==> src/rtl/refresh_sched_pkg.sv <==
package refresh_sched_pkg;

  typedef struct packed {
    logic reloadInt;
    logic stepInt;
    logic addPend;
    logic subPend;
    logic loadBusy;
    logic stepBusy;
    logic sampleTemp;
  } schedStrobes_t;

  typedef struct packed {
    logic intDone;
    logic pendEmpty;
    logic pendFull;
    logic busyOn;
  } schedStatus_t;

  function automatic int clkPeriodPs(input int bin);
    case (bin)
      1:       return 1500;
      2:       return 1875;
      default: return 1250;
    endcase
  endfunction

  function automatic int ceilDiv(input int num, input int den);
    return (num + den - 1) / den;
  endfunction

endpackage

==> src/rtl/refresh_sched_ctrl.sv <==
module refresh_sched_ctrl
  import refresh_sched_pkg::*;
(
  input  logic          tick,
  input  logic          grant,
  input  schedStatus_t  status,
  output schedStrobes_t strobes,
  output logic          refReq
);

  logic accept;
  logic due;

  always_comb begin
    refReq = !status.pendEmpty && !status.busyOn;
    accept = tick && grant && refReq;
    due    = tick && status.intDone;

    strobes.reloadInt  = due;
    strobes.stepInt    = tick && !status.intDone;
    // a due refresh is dropped only when the count is full and nothing drains
    strobes.addPend    = due && (!status.pendFull || accept);
    strobes.subPend    = accept;
    strobes.loadBusy   = accept;
    strobes.stepBusy   = tick && status.busyOn;
    strobes.sampleTemp = tick;
  end

endmodule

==> src/rtl/refresh_sched_dp.sv <==
module refresh_sched_dp
  import refresh_sched_pkg::*;
#(
  parameter int NORM_CYC          = 6240,
  parameter int EXT_CYC           = 3120,
  parameter int RFC_CYC           = 88,
  parameter int PEND_MAX          = 8,
  parameter int PEND_W            = 4,
  parameter bit AUTO_SELF_REFRESH = 1'b0
) (
  input  logic          clk,
  input  logic          rstN,
  input  logic          extTemp,
  input  schedStrobes_t strobes,
  output schedStatus_t  status,
  output logic [PEND_W-1:0] pendCount,
  output logic          busy,
  output logic [1:0]    srtBits
);

  localparam int INT_W  = $clog2(NORM_CYC);
  localparam int BUSY_W = $clog2(RFC_CYC + 1);

  logic [INT_W-1:0]  intCnt;
  logic [PEND_W-1:0] pendCnt;
  logic [BUSY_W-1:0] busyCnt;
  logic [1:0]        srtReg;
  logic [1:0]        extCode;

  generate
    if (AUTO_SELF_REFRESH) begin : g_autoSr
      assign extCode = 2'b01;
    end else begin : g_manualSr
      assign extCode = 2'b10;
    end
  endgenerate

  always_ff @(posedge clk or negedge rstN) begin
    if (!rstN) begin
      intCnt <= INT_W'(NORM_CYC - 1);
    end else if (strobes.reloadInt) begin
      intCnt <= extTemp ? INT_W'(EXT_CYC - 1) : INT_W'(NORM_CYC - 1);
    end else if (strobes.stepInt) begin
      intCnt <= intCnt - 1'b1;
    end
  end

  always_ff @(posedge clk or negedge rstN) begin
    if (!rstN) begin
      pendCnt <= '0;
    end else begin
      case ({strobes.addPend, strobes.subPend})
        2'b10:   pendCnt <= pendCnt + 1'b1;
        2'b01:   pendCnt <= pendCnt - 1'b1;
        default: pendCnt <= pendCnt;
      endcase
    end
  end

  always_ff @(posedge clk or negedge rstN) begin
    if (!rstN) begin
      busyCnt <= '0;
    end else if (strobes.loadBusy) begin
      busyCnt <= BUSY_W'(RFC_CYC);
    end else if (strobes.stepBusy) begin
      busyCnt <= busyCnt - 1'b1;
    end
  end

  always_ff @(posedge clk or negedge rstN) begin
    if (!rstN) begin
      srtReg <= 2'b00;
    end else if (strobes.sampleTemp) begin
      srtReg <= extTemp ? extCode : 2'b00;
    end
  end

  assign status.intDone   = (intCnt == '0);
  assign status.pendEmpty = (pendCnt == '0);
  assign status.pendFull  = (pendCnt == PEND_W'(PEND_MAX));
  assign status.busyOn    = (busyCnt != '0);

  assign pendCount = pendCnt;
  assign busy      = status.busyOn;
  assign srtBits   = srtReg;

endmodule

==> src/rtl/refresh_sched.sv <==
module refresh_sched
  import refresh_sched_pkg::*;
#(
  parameter int SPEED_BIN         = 0,
  parameter bit AUTO_SELF_REFRESH = 1'b0,
  parameter int PEND_MAX          = 8,
  parameter int INTERVAL_PS       = 7800000,
  parameter int RFC_PS            = 110000,
  localparam int PEND_W           = $clog2(PEND_MAX + 1)
) (
  input  logic              clk,
  input  logic              rstN,
  input  logic              tick,
  input  logic              extTemp,
  input  logic              grant,
  output logic              refReq,
  output logic [PEND_W-1:0] pendCount,
  output logic              busy,
  output logic [1:0]        srtBits
);

  localparam int CLK_PS   = clkPeriodPs(SPEED_BIN);
  localparam int NORM_CYC = INTERVAL_PS / CLK_PS;
  localparam int EXT_CYC  = NORM_CYC / 2;
  localparam int RFC_CYC  = ceilDiv(RFC_PS, CLK_PS);
  localparam logic [1:0] EXT_CODE = AUTO_SELF_REFRESH ? 2'b01 : 2'b10;

  schedStrobes_t strobes;
  schedStatus_t  status;

  refresh_sched_ctrl u_ctrl (
    .tick    (tick),
    .grant   (grant),
    .status  (status),
    .strobes (strobes),
    .refReq  (refReq)
  );

  refresh_sched_dp #(
    .NORM_CYC          (NORM_CYC),
    .EXT_CYC           (EXT_CYC),
    .RFC_CYC           (RFC_CYC),
    .PEND_MAX          (PEND_MAX),
    .PEND_W            (PEND_W),
    .AUTO_SELF_REFRESH (AUTO_SELF_REFRESH)
  ) u_dp (
    .clk       (clk),
    .rstN      (rstN),
    .extTemp   (extTemp),
    .strobes   (strobes),
    .status    (status),
    .pendCount (pendCount),
    .busy      (busy),
    .srtBits   (srtBits)
  );

endmodule

==> config.mk <==
export PLATFORM = sky130hd
export DESIGN_NAME = refresh_sched
export DESIGN_NICKNAME = d
export VERILOG_FILES = /design/src/rtl/refresh_sched_pkg.sv /design/src/rtl/refresh_sched_ctrl.sv /design/src/rtl/refresh_sched_dp.sv /design/src/rtl/refresh_sched.sv
export SDC_FILE = /design/constraint.sdc
export NUM_CORES = 1
export LEC_CHECK = 0
export BUFFER_PORTS_ARGS = -buffer_cell sky130_fd_sc_hd__buf_2
export CAP_MARGIN = 20
export CORE_MARGIN = 1.5
export CORE_UTILIZATION = 50
export CTS_BUF_LIST = sky130_fd_sc_hd__clkbuf_8
export CTS_CLUSTER_SIZE = 14
export DETAILED_ROUTE_END_ITERATION = 8
export MAX_ROUTING_LAYER = met4
export PLACE_DENSITY = 0.71
export SYNTH_ARGS = -nofsm -noshare
export SYNTH_HDL_FRONTEND = slang
export SYNTH_SLANG_ARGS = --single-unit
export TNS_END_PERCENT = 30
==> constraint.sdc <==
create_clock -name clk -period 3.1 [get_ports clk]
set_clock_uncertainty 0.15 [all_clocks]
set_input_delay 0.62 -clock clk [delete_from_list [all_inputs] [get_ports clk]]
set_output_delay 0.62 -clock clk [all_outputs]
set_load 0.05 [all_outputs]
======== Yosys cells after proc, flatten, opt, wreduce, memory -nomap -nowiden ========
Index checks and enable logic that the tools add are counted.
operators by class
  muxes and demuxes ....................... 7
  add/subtract/negate cells ............... 4
  reduce and logical (&&, ||, !) cells .... 18
  equal/unequal tests ..................... 3
operators with widths
  cell                   number
  $mux 13                3
  $mux 7                 2
  $logic_not 13->1       1
  $sub 13x1->13 const B  1
  $pmux 4 s2             1
  $logic_and 1x1->1      7
  $reduce_bool 7->1      1
  $sub 7x1->7 const B    1
  $reduce_bool 2->1      3
  $add 4x1->4 const B    1
  $eq 4x4->1 const B     1
  $logic_not 1->1        4
  $logic_not 4->1        1
  $sub 4x1->4 const B    1
  $eq 2x1->1 const B     1
  $eq 2x2->1 const B     1
  $mux 2                 1
  $logic_or 1x1->1       1
storage, ports and cells
  word-level logic and storage cells ...... 36
  output and inout bits ................... 8
  input bits .............................. 5
  register bits after elaboration ......... 26

======== Logic depth before layout (Yosys ltp) ========
Gate-level depths: netlist of the first run.
  word-level depth ........................ 8
  gate-level depth with buffers ........... 12
  depth with buffers taken out ............ 12

======== Modules after synthesis ========
Synthesis of the first run repeated with hierarchy kept, for this count alone.
second synthesis, totals
  cells, all modules ...................... 155
  area total of the unflattened synthesis .. 1529.0 µm²
modules (own cells, without submodules)
  module              instances  area each (µm²)  seq. area each (µm²)  cells an instance
  refresh_sched_dp    1          1452.6           635.6                 144
  refresh_sched_ctrl  1          76.3             0.0                   11

======== Worst setup path after synthesis of the first run ========
OpenSTA, ideal clock, no wires.
  path type ............................... input to register
  from .................................... input tick
  to ...................................... register u_dp.pendCnt[3], in the netlist u_dp.pendCount[3]
  arrival time ............................ 2.971 ns
  setup time .............................. 0.082 ns
  path slack .............................. -0.102 ns
  buffers on the path ..................... 1
  stages .................................. 10
  data required time ...................... 2.868 ns
  path through ............................ buf_2 -> or4b_4 -> or4b_4 -> nand2_4 -> inv_2 -> ha_1 -> a21o_1 -> a21o_1 -> mux2_2 -> mux2i_1
on the way
  cells in the longest elaborated chain, start to end .. 6
  elaborated cells between the ends (all ways) .. 9
  classes of those cells .................. 2 x eq/ne; 1 x mux; 6 x reduce/logical
RTL lines
  element                                          line                      RTL
  start, declared                                  refresh_sched.sv:13       input logic tick,
  $logic_and 1x1->1 (2 in series)                  refresh_sched_ctrl.sv:16  accept = tick && grant && refReq;
  $logic_or 1x1->1                                 refresh_sched_ctrl.sv:22  strobes.addPend = due && (!status.pendFull || accept);
  $logic_and 1x1->1                                refresh_sched_ctrl.sv:22
  $eq 2x1->1 or $eq 2x2->1 (tied branches)         refresh_sched_dp.sv:52    case ({strobes.addPend, strobes.subPend})
  $pmux 4 s2 or $reduce_bool 2->1 (tied branches)  --
  end signal, assigned                             refresh_sched_dp.sv:53    2'b10: pendCnt <= pendCnt + 1'b1;
  end signal, assigned                             refresh_sched_dp.sv:54    2'b01: pendCnt <= pendCnt - 1'b1;
  end signal, assigned                             refresh_sched_dp.sv:55    default: pendCnt <= pendCnt;
  end, declared                                    refresh_sched_dp.sv:25    logic [PEND_W-1:0] pendCnt;
Parallel ways exist; a longest one is shown, timed or not.
A chain may end at the register's enable or synchronous reset.

======== Worst setup path in the final report of the first run ========
  from .................................... register u_dp.intCnt[7]
  to ...................................... register u_dp.pendCnt[3], in the netlist u_dp.pendCount[3]
on the way
  cells in the longest elaborated chain, start to end .. 5
  elaborated cells between the ends (all ways) .. 7
  classes of those cells .................. 2 x eq/ne; 1 x mux; 4 x reduce/logical
RTL lines
  element                                          line                      RTL
  start, declared                                  refresh_sched_dp.sv:24    logic [INT_W-1:0] intCnt;
  start signal, assigned                           refresh_sched_dp.sv:40    intCnt <= INT_W'(NORM_CYC - 1);
  start signal, assigned                           refresh_sched_dp.sv:42    intCnt <= extTemp ? INT_W'(EXT_CYC - 1) : INT_W'(NORM_CYC - 1);
  start signal, assigned                           refresh_sched_dp.sv:44    intCnt <= intCnt - 1'b1;
  $logic_not 13->1 (*)                             refresh_sched_dp.sv:78    assign status.intDone = (intCnt == '0);
  $logic_and 1x1->1 (*)                            refresh_sched_ctrl.sv:17  due = tick && status.intDone;
  $logic_and 1x1->1 (*)                            refresh_sched_ctrl.sv:22
  $eq 2x1->1 or $eq 2x2->1 (tied branches)         refresh_sched_dp.sv:52
  $pmux 4 s2 or $reduce_bool 2->1 (tied branches)  --
Mark *: on every way between the ends. The rest lies on a longest branch, timed or not.

==> flow_summary_export.csv, run 1 <==
group,metric,value,unit
layout,stdcell_area,1690,um2
power_and_ir_drop,p_leak,0.769,nW
grt,overflow,0,
clocking,cts_made_buffers,3,
die,die_area,3360,um2
die,die_width,57.9,um
clocking,htree_levels,1,
logic_synthesis,yosys.cell_types.count,46,
drt,vias,1152,
layout,final_cells,203,
sta,max_freq,344,MHz
place,gp_congestion,0.884,
power_and_ir_drop,finalPower,1.56,mW
critical_path,path_max_fanout,5,
power_and_ir_drop,powerDensity,924,nW/um2
critical_path,cp_top_family,"simple AND/OR/NAND/NOR gates",
critical_path,rr_startpoint,"u_dp.intCnt[7]",
critical_path,worstPathArrival,2950,ps
place,dp_hpwl,2170,um
drt,wire_per_inst,14.4,um
critical_path,reg2reg_slack,190,ps
die,ios,13,
logic_synthesis,ys_ff_latch,25,
grt,grt.total_usage,20.7,%
logic_synthesis,avgSynthCellArea,9.74,um2
sta,slew_violations,0,
drt,first_pass_iters,6,
grt,antenna_found_initial,0,
critical_path,critPathCaptureType,"flop",
sta,worst_slew_pin_slew,572,ps
grt,grt_start_max_net_pins,26,
layout,syn2layout_area_growth,12.3,%
sta,relSlewSlack,61.5,%
critical_path,cp-start-kind,"flop",
logic_synthesis,yosys.cell_count.top_type,"nand2_1",
critical_path,path_buf_inv,1,
critical_path,cp_cell_sequence,"or4_4 > or4b_4 > nand2_4 > inv_4 > ha_4 > a21o_1 > a21o_1 > mux2_4 > mux2i_1",
critical_path,reg2reg_to,"u_dp.pendCount[3]",
grt,first_global_vias,1143,
logic_synthesis,synth_edf_count,0,
logic_synthesis,ys_top_cells_by_area,"dfrtp_1 (28%), dfstp_2 (14%), ha_1 (5.0%), nand2_1 (4.7%), xor2_1 (4.1%)",
place,placed_area,1640,um2
sta,holdWs,185,ps
critical_path,cp_slowest_cell,"or4_4",
layout,finalNetCount,185,
critical_path,criticalPathCategory,"reg2reg",
place,dp_cells,199,
clocking,clock_path_buffers,2,
drt,drc_errors,0,
die,core-area,2810,um2
clocking,cts.sinks,25,
critical_path,rr_worst_depth,9,
drt,drt_wl_total,2920,um
clocking,cts_tree,"done",
logic_synthesis,synthCells,155,
layout,layout-drive-gt1-share,23.8,%
die,die-height,57.9,um
min_path,hold_path.class,"in2async",
layout,n_antenna_cell,0,
die,initial_core_util,53.8,%
sta,setup_slack,190,ps
logic_synthesis,yosysSeqAreaShare,42.1,%
clocking,worstSkewPairLatency,260,ps
grt,grt_pass1_wl,5240,um
logic_synthesis,yosysTopAreaCellShare,28.2,%
die,rows,19,
place,place_ws,20.6,ps
layout,fill_cells,243,
job,cap_viol_max_count,0,
sta,setup_viol,0,
clocking,cts_root_buf,"clkbuf_8",
sta,grt_setup_unrepaired,"false",
sta,hold_violations,0,
critical_path,slowest_delay,600,ps
drt,ant_nets,0,
logic_synthesis,synth_common_cells,"nand2_1 (19), dfrtp_1 (17), nor2_1 (13), dfstp_2 (8), inv_1 (8)",
logic_synthesis,syn-num-nets,167,
critical_path,cp_common_cell,"a21o_1",
drt,vias_per_cell,5.67,
sta,finalCritPeriodShare,93.9,%
logic_synthesis,async_flop_share,100,%
power_and_ir_drop,vdd_drop_max,0.573,mV
critical_path,cp.required,3140,ps
outcome,status,"complete, no violations",
logic_synthesis,synth_flop_cell,"dfrtp_1",
logic_synthesis,syn-cell-area,1510,um2
place,port_buffers,11,
clocking,clk_pin_slew,90,ps
logic_synthesis,yosys.area.top_type,"dfrtp_1",
drt,drtIter0Drc,43,
sta,fin_crit,2910,ps
logic_synthesis,yosysWarnings,0,
clocking,cts_setup_buffers,0,
==> kinds of logic (layout without fill, tap and decap cells) <==
logic type | Yosys count | count (layout) | synth area share (%)
multiplexers | 5 | 5 | 3.48
other | 1 | 1 | 0.249
AO/OA/AOI/OAI | 26 | 26 | 11.4
flip-flops | 25 | 25 | 42.1
buffers and inverters | 12 | 29 | 3.32
AND/OR/NAND/NOR | 67 | 67 | 26.2
XOR/XNOR | 12 | 12 | 6.97
adder cells (fa/ha/maj) | 7 | 7 | 6.30
==> worst reg2reg max path, stage by stage, from the launching register on <==
cell     delay (ps)
dfrtp_1         440
or4_4           600
or4b_4          530
nand2_4          90
inv_4            50
ha_4            200
a21o_1          170
a21o_1          190
mux2_4          300
mux2i_1         120
==> worst max path at each step <==
| stage | from | endpoint | slack [ps] | cells past startpoint |
|---|---|---|---|---|
| floorplan | tick | u_dp.pendCount[3] | -2 | 10 |
| global placement | tick | u_dp.pendCount[3] | 80 | 10 |
| detailed placement | tick | u_dp.pendCount[3] | 20 | 10 |
| CTS | u_dp.intCnt[0] | u_dp.pendCount[3] | 160 | 11 |
| global route | u_dp.intCnt[7] | u_dp.pendCount[3] | 110 | 9 |
| finish | u_dp.intCnt[7] | u_dp.pendCount[3] | 190 | 9 |
==> per-stage QoR <==
| step | utilization, % | setup TNS, ps |
|---|---|---|
| floorplan | - | -1.96 |
| global placement | 58.6 | 0 |
| detailed placement | 58.6 | 0 |
| CTS | 60.2 | 0 |
| global route | 60.4 | 0 |
| finish | 60.4 | 0 |
==> flip-flops by register name, indices dropped and copies added, names as in the netlist <==
signal          count
u_dp.pendCount      4
u_dp.busyCnt        7
u_dp.srtBits        1
u_dp.intCnt        13
==> cell type report <==
type | instances | area (um2) | area share (%)
multi-input cells | 118 | 846 | 49.9
clock inverters | 1 | 3.75 | 0.222
clock buffers | 3 | 41.3 | 2.44
repair buffers | 16 | 92.6 | 5.47
inverters | 9 | 36.3 | 2.14
well taps | 31 | 38.8 | 2.29
flip-flops and latches | 25 | 636 | 37.5
==> layout by cell type (no fill, tap or decap), types with 4 or more instances in the layout <==
| master | count |
|---|---|
| nand2_1 | 19 |
| nand3_1 | 6 |
| nor3_1 | 6 |
| buf_2 | 11 |
| a21oi_1 | 7 |
| xor2_1 | 7 |
| dfrtp_1 | 17 |
| inv_1 | 9 |
| xnor2_1 | 5 |
| ha_1 | 5 |
| nor2_1 | 13 |
| nor4_1 | 4 |
| dfstp_2 | 8 |
| o21ai_0 | 6 |
| buf_4 | 5 |
==> timing repair <==
action	in CTS	in global routing
setup endpoints to repair	0	1
hold endpoints to repair	0	0
resized for setup	0	1
hold buffers	0	0
==> power by group <==
| group | switching (mW) | total [mW] | leakage (nW) | internal (mW) |
|---|---|---|---|---|
| clock | 0.103 | 0.191 | 0.0269 | 0.0885 |
| combinational | 0.374 | 0.642 | 0.451 | 0.268 |
| sequential | 0.210 | 0.731 | 0.290 | 0.522 |
| total | 0.686 | 1.56 | 0.769 | 0.879 |
==> per-layer routing <==
metal | share of wire [%] | routed length (um) | vias up | track usage, %
met5 | 0 | 0 | - | -
met4 | 0.96 | 28 | 0 | 4.98
met3 | 1.8 | 54 | 4 | 3.13
met2 | 47 | 1370 | 10 | 32.3
met1 | 50 | 1460 | 559 | 28.5
li1 | - | - | 579 | -
Note: power is estimated with default switching activity, not from simulation.
==> inputs of run 2 (changes only) <==
--- a/config.mk
+++ b/config.mk
@@ -7,13 +7,15 @@
 export LEC_CHECK = 0
 export BUFFER_PORTS_ARGS = -buffer_cell sky130_fd_sc_hd__buf_2
 export CAP_MARGIN = 20
+export CELL_PAD_IN_SITES_DETAIL_PLACEMENT = 1
+export CELL_PAD_IN_SITES_GLOBAL_PLACEMENT = 2
 export CORE_MARGIN = 1.5
-export CORE_UTILIZATION = 50
+export CORE_UTILIZATION = 35
 export CTS_BUF_LIST = sky130_fd_sc_hd__clkbuf_8
 export CTS_CLUSTER_SIZE = 14
 export DETAILED_ROUTE_END_ITERATION = 8
 export MAX_ROUTING_LAYER = met4
-export PLACE_DENSITY = 0.71
+export PLACE_DENSITY_LB_ADDON = 0.1
 export SYNTH_ARGS = -nofsm -noshare
 export SYNTH_HDL_FRONTEND = slang
 export SYNTH_SLANG_ARGS = --single-unit
==> flow_summary_export.csv, run 2 (synthesis results as in run 1) <==
group,metric,value,unit
clocking,cts_setup_buffers,0,
sta,finalCritPeriodShare,95.2,%
die,die_area,4710,um2
critical_path,path_max_fanout,5,
drt,ant_nets,0,
die,rows,23,
clocking,clk_pin_slew,100,ps
layout,largest_reg_flops,13,
power_and_ir_drop,powerDensity,930,nW/um2
clocking,worstSkewPairLatency,270,ps
critical_path,reg2reg_slack,150,ps
critical_path,rr_startpoint,"u_dp.intCnt[7]",
sta,slew_violations,0,
critical_path,cp.required,3140,ps
job,cap_viol_max_count,0,
die,die_width,68.7,um
clocking,cts_tree,"done",
die,die-height,68.7,um
grt,overflow,0,
grt,antenna_found_initial,0,
critical_path,criticalPathCategory,"reg2reg",
critical_path,rr_worst_depth,9,
place,dp_hpwl,2750,um
drt,drc_errors,0,
critical_path,cp-start-kind,"flop",
sta,setup_viol,0,
clocking,cts_resized,0,
layout,syn2layout_area_growth,14.6,%
layout,layout-drive-gt1-share,24.9,%
outcome,status,"complete, no violations",
die,core-area,4090,um2
critical_path,reg2reg_to,"u_dp.pendCount[3]",
layout,finalNetCount,186,
drt,vias_per_cell,5.35,
place,dp_cells,219,
sta,relSlewSlack,58.3,%
clocking,cts.sinks,25,
critical_path,worstPathArrival,3000,ps
drt,first_pass_iters,4,
min_path,hold_path.class,"in2async",
layout,layout_commonest_cell,"nand2_1",
clocking,cts_hold_buf,0,
place,gp_congestion,0.749,
power_and_ir_drop,p_leak,0.769,nW
sta,grt_setup_unrepaired,"false",
sta,hold_violations,0,
grt,grt_start_max_net_pins,26,
drt,wire_per_inst,16.0,um
critical_path,critPathCaptureType,"flop",
clocking,cts_made_buffers,3,
drt,drt_wl_total,3570,um
die,ios,13,
grt,grt.total_usage,18.2,%
layout,n_antenna_cell,0,
clocking,clock_path_buffers,2,
layout,fill_cells,481,
place,port_buffers,11,
layout,stdcell_area,1730,um2
power_and_ir_drop,vdd_drop_max,0.375,mV
clocking,htree_levels,1,
grt,first_global_vias,1251,
drt,vias,1192,
sta,fin_crit,2950,ps
sta,worst_slew_pin_slew,620,ps
sta,max_freq,339,MHz
grt,grt_pass1_wl,6130,um
layout,top_register,"u_dp.intCnt",
layout,layout_common_cells,"nand2_1 (19), dfrtp_1 (17), nor2_1 (13), buf_2 (11)",
place,placed_area,1670,um2
drt,drtIter0Drc,30,
layout,final_cells,223,
die,initial_core_util,36.9,%
clocking,cts_root_buf,"clkbuf_8",
==> run 2: report_power, final <==
part	total [mW]	internal, mW	switching, mW	leakage, nW
Sequential	0.740	0.521	0.219	0.290
Clock	0.204	0.0912	0.113	0.0217
Combinational	0.664	0.274	0.390	0.456
Total	1.61	0.887	0.721	0.769
==> run 2: worst max-delay path, stage by stage (launching register included) <==
cell	delay, ps
dfrtp_1	450
or4_4	610
or4b_4	530
nand2_4	90
inv_4	50
ha_4	200
a21o_1	170
a21o_1	180
mux2_4	300
mux2i_1	140
==> run 2: worst max-delay path by stage <==
| stage | start | to |
|---|---|---|
| after floorplan | tick | u_dp.pendCount[3] |
| after global placement | tick | u_dp.pendCount[3] |
| after detailed placement | tick | u_dp.pendCount[3] |
| after CTS | u_dp.intCnt[0] | u_dp.pendCount[3] |
| after global routing | u_dp.intCnt[0] | u_dp.pendCount[3] |
| final | u_dp.intCnt[7] | u_dp.pendCount[3] |
==> run 2: metrics by stage <==
stage	setup TNS (ps)	total power [mW]	setup slack (ps)	hold WS, ps	utilization, %
2_1_floorplan	-1.96	1.20	-1.96	174	-
4_1_cts	0	1.62	114	200	42.2
6_report	0	1.61	149	183	42.3
3_5_place_dp	-12.7	1.41	-12.7	345	41.0
3_3_place_gp	0	1.36	70.9	333	41.0
5_1_grt	0	1.75	36.6	224	42.3
==> run 2: final cells by class <==
cell class	count	area, um2	area share [%]
Clock inverter	1	7.51	0.434
Timing Repair Buffer	17	100	5.79
Sequential cell	25	636	36.8
Multi-Input combinational cell	118	846	48.9
Tap cell	50	62.6	3.62
Inverter	9	36.3	2.10
Clock buffer	3	41.3	2.39
==> run 2: routing by layer <==
layer  vias to the layer above  wire length (um)  global-route usage, %  part of all wire, %
met3                         2                74                   3.41                  2.1
met5                         -                 0                      -                    0
met4                         0                19                   3.00                 0.53
met2                        10              1800                   30.0                   50
li1                        580                 -                      -                    -
met1                       600              1680                   23.6                   47
==> inputs of run 3 (changes only) <==
--- a/config.mk
+++ b/config.mk
@@ -10,7 +10,7 @@
 export CELL_PAD_IN_SITES_DETAIL_PLACEMENT = 1
 export CELL_PAD_IN_SITES_GLOBAL_PLACEMENT = 2
 export CORE_MARGIN = 1.5
-export CORE_UTILIZATION = 35
+export CORE_UTILIZATION = 30
 export CTS_BUF_LIST = sky130_fd_sc_hd__clkbuf_8
 export CTS_CLUSTER_SIZE = 14
 export DETAILED_ROUTE_END_ITERATION = 8
==> constraint.sdc (replaced) <==
create_clock -name clk -period 3.1 [get_ports clk]
set_clock_uncertainty 0.15 [all_clocks]
set_input_delay 0.62 -clock clk [delete_from_list [all_inputs] [get_ports clk]]
set_output_delay 0.62 -clock clk [all_outputs]
set_load 0.02 [all_outputs]
==> flow_summary_export.csv, run 3 (synthesis results as in run 1) <==
group,metric,value,unit
die,initial_core_util,31.5,%
clocking,htree_levels,1,
sta,grt_setup_unrepaired,"false",
die,ios,13,
sta,hold_violations,0,
critical_path,criticalPathCategory,"reg2reg",
power_and_ir_drop,p_leak,0.789,nW
die,rows,25,
critical_path,rr_worst_depth,9,
grt,grt_start_max_net_pins,26,
drt,drtIter0Drc,44,
clocking,cts_made_buffers,3,
critical_path,cp_common_cell,"a21o_1",
sta,relSlewSlack,58.5,%
die,die-height,73.9,um
clocking,cts_root_buf,"clkbuf_8",
power_and_ir_drop,seqPwrFrac,47.2,%
die,die_area,5460,um2
place,dp_hpwl,2760,um
job,cap_viol_max_count,0,
layout,layout_commonest_cell,"nand2_1",
clocking,worstSkewPairLatency,270,ps
sta,finalCritPeriodShare,94.0,%
sta,fin_crit,2910,ps
drt,drc_errors,0,
power_and_ir_drop,switching_share,42.3,%
critical_path,worstPathArrival,2970,ps
power_and_ir_drop,comb_power_share,39.6,%
place,port_buffers,11,
layout,fill_cells,578,
power_and_ir_drop,powerDensity,871,nW/um2
die,core-area,4790,um2
grt,grt.total_usage,16.2,%
critical_path,reg2reg_slack,190,ps
layout,final_cells,243,
min_path,hold_path.class,"in2async",
drt,drt_wl_total,3770,um
layout,syn2layout_area_growth,17.2,%
drt,ant_nets,0,
critical_path,path_max_fanout,5,
grt,antenna_found_initial,0,
layout,layout_common_cells,"nand2_1 (19), dfrtp_1 (17), nor2_1 (13), buf_2 (11)",
drt,first_pass_iters,4,
sta,holdWs,192,ps
critical_path,cp-start-kind,"flop",
clocking,cts_tree,"done",
grt,overflow,0,
sta,setup_viol,0,
sta,max_freq,343,MHz
layout,largest_reg_flops,13,
drt,vias,1204,
grt,grt_pass1_wl,6470,um
power_and_ir_drop,p_sw,652,uW
critical_path,slowest_delay,610,ps
clocking,clock_path_buffers,2,
layout,top_register,"u_dp.intCnt",
critical_path,cp_cell_sequence,"or4_4 > or4b_4 > nand2_4 > inv_4 > ha_4 > a21o_1 > a21o_1 > mux2_4 > mux2i_1",
critical_path,rr_startpoint,"u_dp.intCnt[7]",
critical_path,reg2reg_to,"u_dp.pendCount[3]",
grt,first_global_vias,1290,
sta,worst_slew_pin_slew,617,ps
power_and_ir_drop,p_int,890,uW
clocking,cts.sinks,25,
sta,slew_violations,0,
place,gp_congestion,0.799,
place,dp_cells,239,
place,place_ws,15.9,ps
layout,multi_input_area,846,um2
clocking,cts_hold_buf,0,
drt,wire_per_inst,15.5,um
clocking,clk_pin_slew,90,ps
clocking,cts_setup_buffers,0,
outcome,status,"complete, no violations",
sta,setup_slack,186,ps
critical_path,cp_slowest_cell,"or4_4",
layout,n_antenna_cell,0,
sta,finalSetupTns,0,ps
clocking,cts_resized,0,
power_and_ir_drop,vdd_drop_max,0.302,mV
layout,seqCellArea,636,um2
layout,layout-drive-gt1-share,25.6,%
power_and_ir_drop,clkPwrFrac,13.2,%
die,die_width,73.9,um
drt,vias_per_cell,4.95,
layout,finalNetCount,189,
critical_path,critPathCaptureType,"flop",
critical_path,cp.required,3150,ps
-- run 3: stage by stage --
step           power (mW)  cell area [um2]  utilization (%)
2_1_floorplan        1.14             1540                -
3_3_place_gp         1.31             1720             35.9
4_1_cts              1.56             1760             36.8
6_report             1.54             1770             37.0
3_5_place_dp         1.35             1720             35.9
5_1_grt              1.68             1770             37.0
-- run 3: power by group through the flow --
stage	combinational (mW)	sequential [mW]	clock, mW
after global placement	0.590	0.716	0
final	0.611	0.728	0.203
after global routing	0.698	0.760	0.225
after CTS	0.624	0.724	0.212
after detailed placement	0.619	0.727	0
after floorplan	0.425	0.714	0
-- run 3: layer usage --
metal  wire (um)  track usage [%]  up-vias
met5           0                -        -
met4          67             5.56        0
met3          74             2.06        7
met2        1860             25.7       15
met1        1770             21.2      595
li1            -                -      587
-- run 3: worst max path at each step --
stage / startpoint / to / slack (ps) / cells after the start
after floorplan: tick / u_dp.pendCount[3] / 20 / 10
after global placement: tick / u_dp.pendCount[3] / 90 / 10
after detailed placement: tick / u_dp.pendCount[3] / 20 / 10
after CTS: u_dp.intCnt[0] / u_dp.pendCount[3] / 5 / 11
after global routing: u_dp.intCnt[0] / u_dp.pendCount[3] / 10 / 10
final: u_dp.intCnt[7] / u_dp.pendCount[3] / 190 / 9
-- run 3: layout make-up --
cell class / count / share of cell area [%]
inverter: 9 / 2.05
clock buffer: 3 / 2.33
sequential: 25 / 35.9
timing repair buffer: 20 / 6.93
tap: 67 / 4.74
clock inverter: 1 / 0.212
multi-input combinational: 118 / 47.8
-- run 3: worst max-delay path, delay by kind of cell (launching register included) --
family	cells	cell delay (ps)
buffers and inverters	1	50
adders and majority gates	1	200
DFF	1	440
AOI/OAI and AO/OA	2	340
and+or+nand+nor	3	1240
muxes	2	430
